--- src/rtl/rtd_pkg.sv ---
package rtd_pkg;

   localparam int MODE_W = 3;

   typedef enum logic [1:0] {
      ST_WAIT  = 2'd0,
      ST_PROBE = 2'd1,
      ST_LOCK  = 2'd2
   } grp_state_t;

   function automatic logic mode_is_off(input logic [MODE_W-1:0] m);
      return (m == '0);
   endfunction

   function automatic logic [1:0] runs_needed(input logic [MODE_W-1:0] m);
      case (m)
         3'd1:    return 2'd3;
         3'd2:    return 2'd2;
         default: return 2'd1;
      endcase
   endfunction

endpackage

--- src/rtl/rtd_pd_qual.sv ---
module rtd_pd_qual #(
   parameter int PD_MIN_CYCLES = 20000
) (
   input  logic clk,
   input  logic rst_n,
   input  logic pd_pin,
   output logic pd_act
);
   localparam int CNT_W = $clog2(PD_MIN_CYCLES + 1);
   localparam logic [CNT_W-1:0] CNT_TOP = CNT_W'(PD_MIN_CYCLES - 1);

   generate
      if (PD_MIN_CYCLES < 2) begin : g_bad_width
         $error("rtd_pd_qual: PD_MIN_CYCLES must be at least 2");
      end
   endgenerate

   logic             sync_a, sync_b;
   logic [CNT_W-1:0] high_cnt;

   always_ff @(posedge clk or negedge rst_n) begin
      if (!rst_n) begin
         sync_a   <= 1'b0;
         sync_b   <= 1'b0;
         high_cnt <= '0;
         pd_act   <= 1'b0;
      end else begin
         sync_a <= pd_pin;
         sync_b <= sync_a;
         if (!sync_b) begin
            high_cnt <= '0;
         end else if (high_cnt != CNT_TOP) begin
            high_cnt <= high_cnt + 1'b1;
         end
         pd_act <= sync_b && (high_cnt == CNT_TOP);
      end
   end

   // qualification only follows a synchronized level that has stayed high
   assert_qual_needs_level_R9: assert property (@(posedge clk) disable iff (!rst_n)
      $rose(pd_act) |-> $past(sync_b));

   // a released pin drops the qualified power-down on the next edge
   assert_release_drops_R8: assert property (@(posedge clk) disable iff (!rst_n)
      (pd_act && !sync_b) |=> !pd_act);

endmodule

--- src/rtl/rtd_group_fsm.sv ---
module rtd_group_fsm
   import rtd_pkg::*;
#(
   parameter int POLL_CYCLES = 15000
) (
   input  logic              clk,
   input  logic              rst_n,
   input  logic              hold,
   input  logic [MODE_W-1:0] mode,
   input  logic              done,
   input  logic              valid,
   output logic              req,
   output logic              term_en
);
   localparam int TW = $clog2(POLL_CYCLES + 1);
   localparam logic [TW-1:0] T_LOAD = TW'(POLL_CYCLES - 1);

   generate
      if (POLL_CYCLES < 1) begin : g_bad_poll
         $error("rtd_group_fsm: POLL_CYCLES must be at least 1");
      end
   endgenerate

   grp_state_t    state;
   logic [TW-1:0] timer;
   logic [1:0]    run;
   logic [1:0]    need;
   logic          run_full;

   assign need     = runs_needed(mode);
   assign run_full = ({1'b0, run} + 3'd1) >= {1'b0, need};

   always_ff @(posedge clk or negedge rst_n) begin
      if (!rst_n) begin
         state <= ST_WAIT;
         timer <= '0;
         run   <= '0;
      end else if (hold) begin
         state <= ST_WAIT;
         timer <= '0;
         run   <= '0;
      end else begin
         case (state)
            ST_WAIT: begin
               if (!mode_is_off(mode)) begin
                  if (timer == '0) state <= ST_PROBE;
                  else             timer <= timer - 1'b1;
               end
            end
            ST_PROBE: begin
               if (done) begin
                  if (valid && run_full) begin
                     state <= ST_LOCK;
                  end else begin
                     state <= ST_WAIT;
                     timer <= T_LOAD;
                     run   <= valid ? run + 1'b1 : 2'd0;
                  end
               end
            end
            ST_LOCK: state <= ST_LOCK;
            default: state <= ST_WAIT;
         endcase
      end
   end

   assign req     = (state == ST_PROBE);
   assign term_en = !hold && (mode_is_off(mode) || (state == ST_LOCK));

   // the enabled state is entered only on a sampled valid result
   assert_lock_on_valid_R2: assert property (@(posedge clk) disable iff (!rst_n)
      $rose(state == ST_LOCK) |-> ($past(done) && $past(valid)));

   // the run counter never reaches the qualification count unlocked
   assert_run_below_need_R5: assert property (@(posedge clk) disable iff (!rst_n || hold)
      (state != ST_LOCK) |-> (run < need));

   // no request while the poll timer is still running
   assert_interval_quiet_R6: assert property (@(posedge clk) disable iff (!rst_n)
      (state == ST_WAIT && timer != '0) |=> !req);

   // the bypass mode issues no new probe
   assert_no_probe_off_R1: assert property (@(posedge clk) disable iff (!rst_n)
      (mode_is_off(mode) && state != ST_PROBE) |=> !req);

   // power-down empties the detection state
   assert_hold_clears_R8: assert property (@(posedge clk) disable iff (!rst_n)
      hold |=> (state == ST_WAIT && run == 2'd0 && !req));

   // a pending request is kept until the detector answers
   assert_req_kept_R11: assert property (@(posedge clk) disable iff (!rst_n)
      (req && !done && !hold) |=> req);

endmodule

--- src/rtl/rxterm_detect_ctrl.sv ---
module rxterm_detect_ctrl
   import rtd_pkg::*;
#(
   parameter int N_GRP         = 2,
   parameter int POLL_CYCLES   = 15000,
   parameter int PD_MIN_CYCLES = 20000
) (
   input  logic             clk,
   input  logic             rst_n,
   input  logic [2:0]       mode,
   input  logic [N_GRP-1:0] pd_in,
   output logic [N_GRP-1:0] probe_req,
   input  logic [N_GRP-1:0] probe_done,
   input  logic [N_GRP-1:0] probe_valid,
   output logic [N_GRP-1:0] term_en
);
   generate
      if (N_GRP < 1) begin : g_bad_groups
         $error("rxterm_detect_ctrl: N_GRP must be at least 1");
      end
   endgenerate

   logic [N_GRP-1:0] pd_q;

   for (genvar g = 0; g < N_GRP; g++) begin : g_grp
      rtd_pd_qual #(
         .PD_MIN_CYCLES(PD_MIN_CYCLES)
      ) u_qual (
         .clk    (clk),
         .rst_n  (rst_n),
         .pd_pin (pd_in[g]),
         .pd_act (pd_q[g])
      );

      rtd_group_fsm #(
         .POLL_CYCLES(POLL_CYCLES)
      ) u_fsm (
         .clk     (clk),
         .rst_n   (rst_n),
         .hold    (pd_q[g]),
         .mode    (mode),
         .done    (probe_done[g]),
         .valid   (probe_valid[g]),
         .req     (probe_req[g]),
         .term_en (term_en[g])
      );

      // a qualified power-down keeps the group's load off from the next edge
      assert_pd_forces_hiz_R8: assert property (@(posedge clk) disable iff (!rst_n)
         (pd_q[g] && $past(pd_q[g])) |-> (!term_en[g] && !probe_req[g]));
   end

endmodule

--- config.mk ---
export PLATFORM = sky130hd
export DESIGN_NAME = rxterm_detect_ctrl
export DESIGN_NICKNAME = d
export VERILOG_FILES = /design/src/rtl/rtd_pkg.sv /design/src/rtl/rtd_pd_qual.sv /design/src/rtl/rtd_group_fsm.sv /design/src/rtl/rxterm_detect_ctrl.sv
export SDC_FILE = /design/constraint.sdc
export NUM_CORES = 1
export LEC_CHECK = 0
export BUFFER_PORTS_ARGS = -buffer_cell sky130_fd_sc_hd__clkbuf_2
export CAP_MARGIN = 20
export CORE_MARGIN = 3
export CORE_UTILIZATION = 35
export CTS_CLUSTER_DIAMETER = 60
export DETAILED_ROUTE_END_ITERATION = 7
export SYNTH_ARGS = -nofsm -noshare
export SYNTH_HDL_FRONTEND = slang
export SYNTH_SLANG_ARGS = --single-unit
export TNS_END_PERCENT = 30
--- constraint.sdc ---
create_clock -name clk -period 2.98 [get_ports clk]
set_input_delay 0.447 -clock clk [delete_from_list [all_inputs] [get_ports clk]]
set_output_delay 0.447 -clock clk [all_outputs]
set_load 0.005 [all_outputs]
==> results of run 1 <==
cells by family after synthesis:
family / synth area share, %
muxes: 0.7524
xor gates and xnor gates: 4.608
adders and majority gates: 3.511
and+or+nand+nor: 25.92
AOI/OAI and AO/OA: 15.74
buffers and inverters: 4.326
DFF: 45.14
layer usage:
metal / wire, um / GRT usage (%) / part of all wire [%] / up-vias
met5: 0 / 0 / 0 / -
met4: 148 / 5.449 / 1.8 / 0
met3: 377 / 4.171 / 4.7 / 14
met2: 3486 / 18.96 / 43 / 73
met1: 4031 / 18.88 / 50 / 1500
li1: - / - / - / 1577
stage by stage:
stage          power (mW)  instances  hold WS (ns)  instance area (sq um)
2_1_floorplan       1.174        428        0.1514                   3991
3_3_place_gp        1.229        564        0.3327                   4156
3_5_place_dp        1.238        564        0.3358                   4156
4_1_cts             2.307        580        0.2100                   4446
5_1_grt             2.384        580        0.2103                   4446
6_report            2.270        580        0.2260                   4446
worst paths after layout:
| path | from | to | slack, ns | cells after the start |
|---|---|---|---|---|
| setup / recovery | mode[0] | g_grp[0].u_fsm.timer[6] | 0.49 | 8 |
| hold / removal | pd_in[1] | g_grp[1].u_qual.sync_a | 0.23 | 1 |
| setup reg to reg | g_grp[0].u_fsm.run[0] | g_grp[0].u_fsm.timer[6] | 0.51 | 6 |
| max in group asynchronous | rst_n | g_grp[0].u_fsm.timer[11] | 2.14 | 1 |
| hold reg to reg | g_grp[1].u_qual.sync_a | g_grp[1].u_qual.sync_b | 0.35 | 0 |
| min in group asynchronous | rst_n | g_grp[1].u_fsm.timer[0] | 0.25 | 1 |
sequential cells by signal (all words and copies together) (netlist names):
register	count
g_grp.u_qual.pd_act	2
g_grp.u_fsm.run	4
g_grp.u_qual.sync_a	2
g_grp.u_qual.sync_b	2
g_grp.u_fsm.timer	28
g_grp.u_fsm.state	4
g_grp.u_qual.high_cnt	30
Yosys cell counts, types with 4 or more instances:
cell and count:
a21oi_1 24, a21boi_0 4, clkbuf_1 12, ha_1 8
o311ai_0 4, o31ai_1 7, nand3_1 14, nor4_1 12
nand2_1 32, buf_4 4, o21ai_0 16, nand2b_1 9
xnor2_1 10, or3_1 8, nor3_1 18, nor2b_1 7
and3_1 11, inv_1 18, a31oi_1 12, dfrtp_1 72
a311oi_1 9, nand4_1 10, and2_1 14, xor2_1 11
nor2_1 34
power by group:
part           internal [mW]  switching (mW)  total, mW
Sequential              1.02          0.0460       1.07
Clock                  0.648           0.401       1.05
Combinational         0.0680          0.0875      0.155
cell type report:
type	count	area, sq um
Fill cell	1086	6538
Multi-Input combinational cell	317	2017
Sequential cell	72	1802
Clock buffer	11	232.7
Tap cell	140	175.2
Timing Repair Buffer	17	95.09
Inverter	18	67.56
Clock inverter	5	56.30
==> run metrics, run 1 <==
commonest non-fill, non-tap cell in the layout=dfrtp_1; RePlAce Congestion=roughly 0.85; Total GRT Usage=approximately an eighth; max-slew violations=0; DRT Pass-1 Iters=4; Crit. End Element=flip-flop; global-route wire length before repair=~14000 um; Hold/Removal Path Class=in -> reg; port bufs=14; crit path max fanout=12; Yosys top cell area share=between 40% and 50%; slowest stage cell on the critical path=a221o_1; Worst Path Buf+Inv=1; Synth Flop Type=dfrtp_1; wirelength, routed=about 8000 um; CP arrival=between 2 and 3 ns; DIE WIDTH=112.8 um; Worst-Skew Late Latency=0.33 ns; ranking of synthesized cells by area=dfrtp_1 45%, nor2_1 3.2%, a21oi_1 3.0%, nand2_1 3.0%, ha_1 2.5%; clk root buf=clkbuf_16; via/cell ratio=between 5 and 6; initial antenna violation count=0; Power Dens Cells=between 500 and 600 nW/um^2; sequential area share after synthesis=between 40% and 50%; antenna viol nets, final=0; clk sinks=72; Critical Path RT=3.25 ns; clock-pin slew on the worst setup and hold paths=around 0.06 ns; crit-path max cell delay=~0.54 ns; Startpoint Class=input port; worst setup slack after layout=roughly 0.5 ns; I/O Pins=15; drt initial violations=between 200 and 300; crit path kind=in -> reg; #FFs+latches synth=a little over 70; RSZ-0062 raised after global routing=false; area of the core=between 10000 and 15000 sq um; # resized after CTS=0; n_diodes=0; most frequent cells in the layout=72 x dfrtp_1, 34 x nor2_1, 32 x nand2_1, 24 x a21oi_1; initial core utilization=36.34%; clock skew=~0.0063 ns; vias in the first global route=a little under 3000; layout overhead on the synthesized area=11.38%; Post-Syn Area=approximately 4000 sq um; Synth Instances=roughly 430; Avg Inst Size Synth=9.326 sq um; Final Hold Fails=0; maximum clock rate=~400 MHz; Die Area=around 13000 sq um; Max rail drop VDD=around 0.26 mV; Worst path top cell family by delay=compound AO/OA/AOI/OAI gates; setup_tns=0 ns; Finish-stage setup viols=0; Pleak=between 1.5 and 2 nW; worst slew pin tran=just over 0.9 ns; Synth cell types=57; DRC Markers=0; share of post-route cells with drive strength above 1=under 10%; ys async rst share=between 90% and 100%; Post-layout nets=around 460; post-synth top area cell=dfrtp_1; Place WS=0.1603 ns; clk buf depth=2; cell chain of the critical path=clkbuf_2 > xnor2_1 > nor2_1 > fa_1 > o31a_1 > a221o_1 > a21oi_1 > a21o_1; fin util=40.48%; status=complete, no violations; Final min period=2.488 ns; CTS tree=done; largest net degree at the start of global routing=between 70 and 80; Max-cap violations=0; floorplan row count=38; Final Cycle Share=between 80% and 90%; via count=3164; CTS H-Tree Depth=3; die height=112.8 um; Slew headroom=just under 40%; CTS buffer count=9; # Post-CTS Setup Buffers=0; DR WL/cell=around 14 um; DP Wirelength=5323 um; synth warn=0; Hold-fix buffers, CTS=0; syn nets=449; number of flops mapped to enable cells by yosys=0; GRT overflow=0
Power figures use the tool's default switching activity.
==> run 2, diff against run 1 <==
==> constraint.sdc (replaced) <==
create_clock -name clk -period 2.36 [get_ports clk]
set_input_delay 0.354 -clock clk [delete_from_list [all_inputs] [get_ports clk]]
set_output_delay 0.354 -clock clk [all_outputs]
set_load 0.005 [all_outputs]
==> run metrics, run 2 (synthesis results as in run 1) <==
Die Area=12720 sq um (unchanged); Max-cap violations=0 (unchanged); R2R Setup Slk=0.09 ns (-0.42 ns); Slew headroom=72.67% (+33 points); Worst-Skew Late Latency=0.33 ns (about the same); max FFs per register=30 (unchanged); CTS tree=done; via count=3258 (+3.0%); clock-pin slew on the worst setup and hold paths=0.07 ns (about the same); Worst path top cell family by delay=compound AO/OA/AOI/OAI gates; worst slew pin tran=0.4099 ns (-0.5003 ns); CTS H-Tree Depth=3 (unchanged); DRT Pass-1 Iters=4 (unchanged); via/cell ratio=5.376 (-1.4%); most frequent cells in the layout=72 x dfrtp_1, 33 x nor2_1, 32 x nand2_1, 28 x buf_4, 22 x a21oi_1; Startpoint Class=flip-flop; Power Dens Cells=628.0 nW/um^2 (+23%); max-slew violations=0 (unchanged); RSZ-0062 raised after global routing=true; crit path max fanout=10 (-2); setup_tns=0 ns (unchanged); Worst setup startpoint=g_grp[0].u_fsm.run[1]; slowest stage cell on the critical path=a221o_2; Post-Route M1 WL=4211 um (+4.5%); dpl cell area=4342 sq um (+4.5%); n_diodes=0 (unchanged); global-route wire length before repair=15150 um (+7.4%); drt initial violations=295 (+16%); clock skew=0.01315 ns (+0.006811 ns); Critical Path RT=2.56 ns (-0.69 ns); initial antenna violation count=0 (unchanged); DR WL/cell=13.74 um (-0.95%); CTS buffer count=9 (unchanged); status=complete, no violations; Reg2Reg Depth=7 (+1); layout overhead on the synthesized area=17.55%; CP arrival=2.47 ns (-0.29 ns); Total GRT Usage=14.29% (+0.93 points); Final Cycle Share=96.11%; share of post-route cells with drive strength above 1=15.45% (+6.4 points); cell area after layout=4692 sq um (+5.5%); largest net degree at the start of global routing=45 (-38%); RePlAce Congestion=0.8212 (-2.8%); maximum clock rate=around 440 MHz; GRT overflow=0 (unchanged); largest register by flop count=g_grp.u_qual.high_cnt; Worst Setup EP=g_grp[0].u_fsm.timer[1]; port bufs=14 (unchanged); commonest non-fill, non-tap cell in the layout=dfrtp_1; clk sinks=72 (unchanged); vias in the first global route=3349 (+12%); clk root buf=clkbuf_16; FILL cells=1062 (-2.2%); Hold/Removal Path Class=in -> reg; Post-Layout Cell Count=606 (+4.5%); crit path kind=reg -> reg; Final Hold Fails=0 (unchanged); worst r2r src=g_grp[0].u_fsm.run[1]; cell chain of the critical path=inv_1 > fa_1 > o31a_1 > a221o_2 > buf_4 > a21oi_1 > a311oi_2; Post-layout nets=482 (+5.7%); DP Wirelength=5750 um (+8.0%); Finish-stage setup viols=0 (unchanged); clk buf depth=2 (unchanged); area of the core=10980 sq um (unchanged); initial core utilization=36.34% (unchanged); Placed Cells=587 (+4.1%); FF-to-FF End=g_grp[0].u_fsm.timer[1]; antenna viol nets, final=0 (unchanged); Max rail drop VDD=0.3025 mV (+17%); Worst Path Buf+Inv=2 (+1); Final min period=about 2.3 ns; DRC Markers=0 (unchanged); I/O Pins=15 (unchanged); die height=112.8 um (unchanged); wirelength, routed=8325 um (+3.5%); crit-path max cell delay=0.47 ns (-0.07 ns); DIE WIDTH=112.8 um (unchanged); floorplan row count=38 (unchanged); Pleak=2.092 nW (+7.2%); Crit. End Element=flip-flop; biggest regs=g_grp.u_qual.high_cnt: 30 flops, g_grp.u_fsm.timer: 28 flops; metal2 WL=3738 um (+7.2%); routed wl met3=274 um (-27%); stages on the worst setup path=7 (-1); max layer used=met4
==> run 2: where the power goes <==
| part | internal, mW | switching [mW] |
|---|---|---|
| registers | 1.29 | 0.0586 |
| logic | 0.108 | 0.120 |
| clock network | 0.871 | 0.502 |
==> run 2: layout make-up <==
cell class                 count  area (sq um)  area share [%]
timing repair buffer          43         305.3           6.507
inverter                      18         67.56           1.440
tap                          140         175.2           3.733
clock inverter                 5         55.05           1.173
sequential                    72          1802           38.40
multi-input combinational    317          2034           43.36
clock buffer                  11         252.7           5.387
==> run 2: how the worst min path moves through the flow <==
stage | cells after the start | to | start | slack (ns)
after CTS | 1 | g_grp[0].u_qual.sync_a | pd_in[0] | 0.12
after floorplan | 0 | g_grp[0].u_fsm.run[0] | rst_n | 0.06
after detailed placement | 1 | g_grp[1].u_fsm.timer[4] | rst_n | 0.32
final | 1 | g_grp[0].u_qual.sync_a | pd_in[0] | 0.13
after global placement | 1 | g_grp[1].u_fsm.timer[2] | rst_n | 0.31
after global routing | 1 | g_grp[1].u_qual.sync_a | pd_in[1] | 0.12
==> run 2: stage by stage <==
stage	total power [mW]	util (%)	hold slack, ns	worst slack, ns
after floorplan	1.482	-	0.05841	0.03566
after global placement	1.577	39.53	0.3086	-0.1738
after detailed placement	1.587	39.53	0.3151	-0.2069
after CTS	2.988	42.42	0.1228	0.03847
after global routing	3.092	42.72	0.1239	-0.001881
final	2.947	42.72	0.1337	0.09175
==> run 2: routing by layer <==
metal / track usage, % / vias up
met4: 5.369 / 0
met3: 3.476 / 9
met2: 22.71 / 41
met1: 18.93 / 1579
li1: - / 1629
met5: 0 / -
==> run 2: timing repair <==
action                                  4_1_cts  5_1_grt
buffers inserted                              0        2
endpoints found under the setup margin        0       14
gates resized for setup                       0        6
hold buffers                                  1        0
endpoints found under the hold margin        28        0
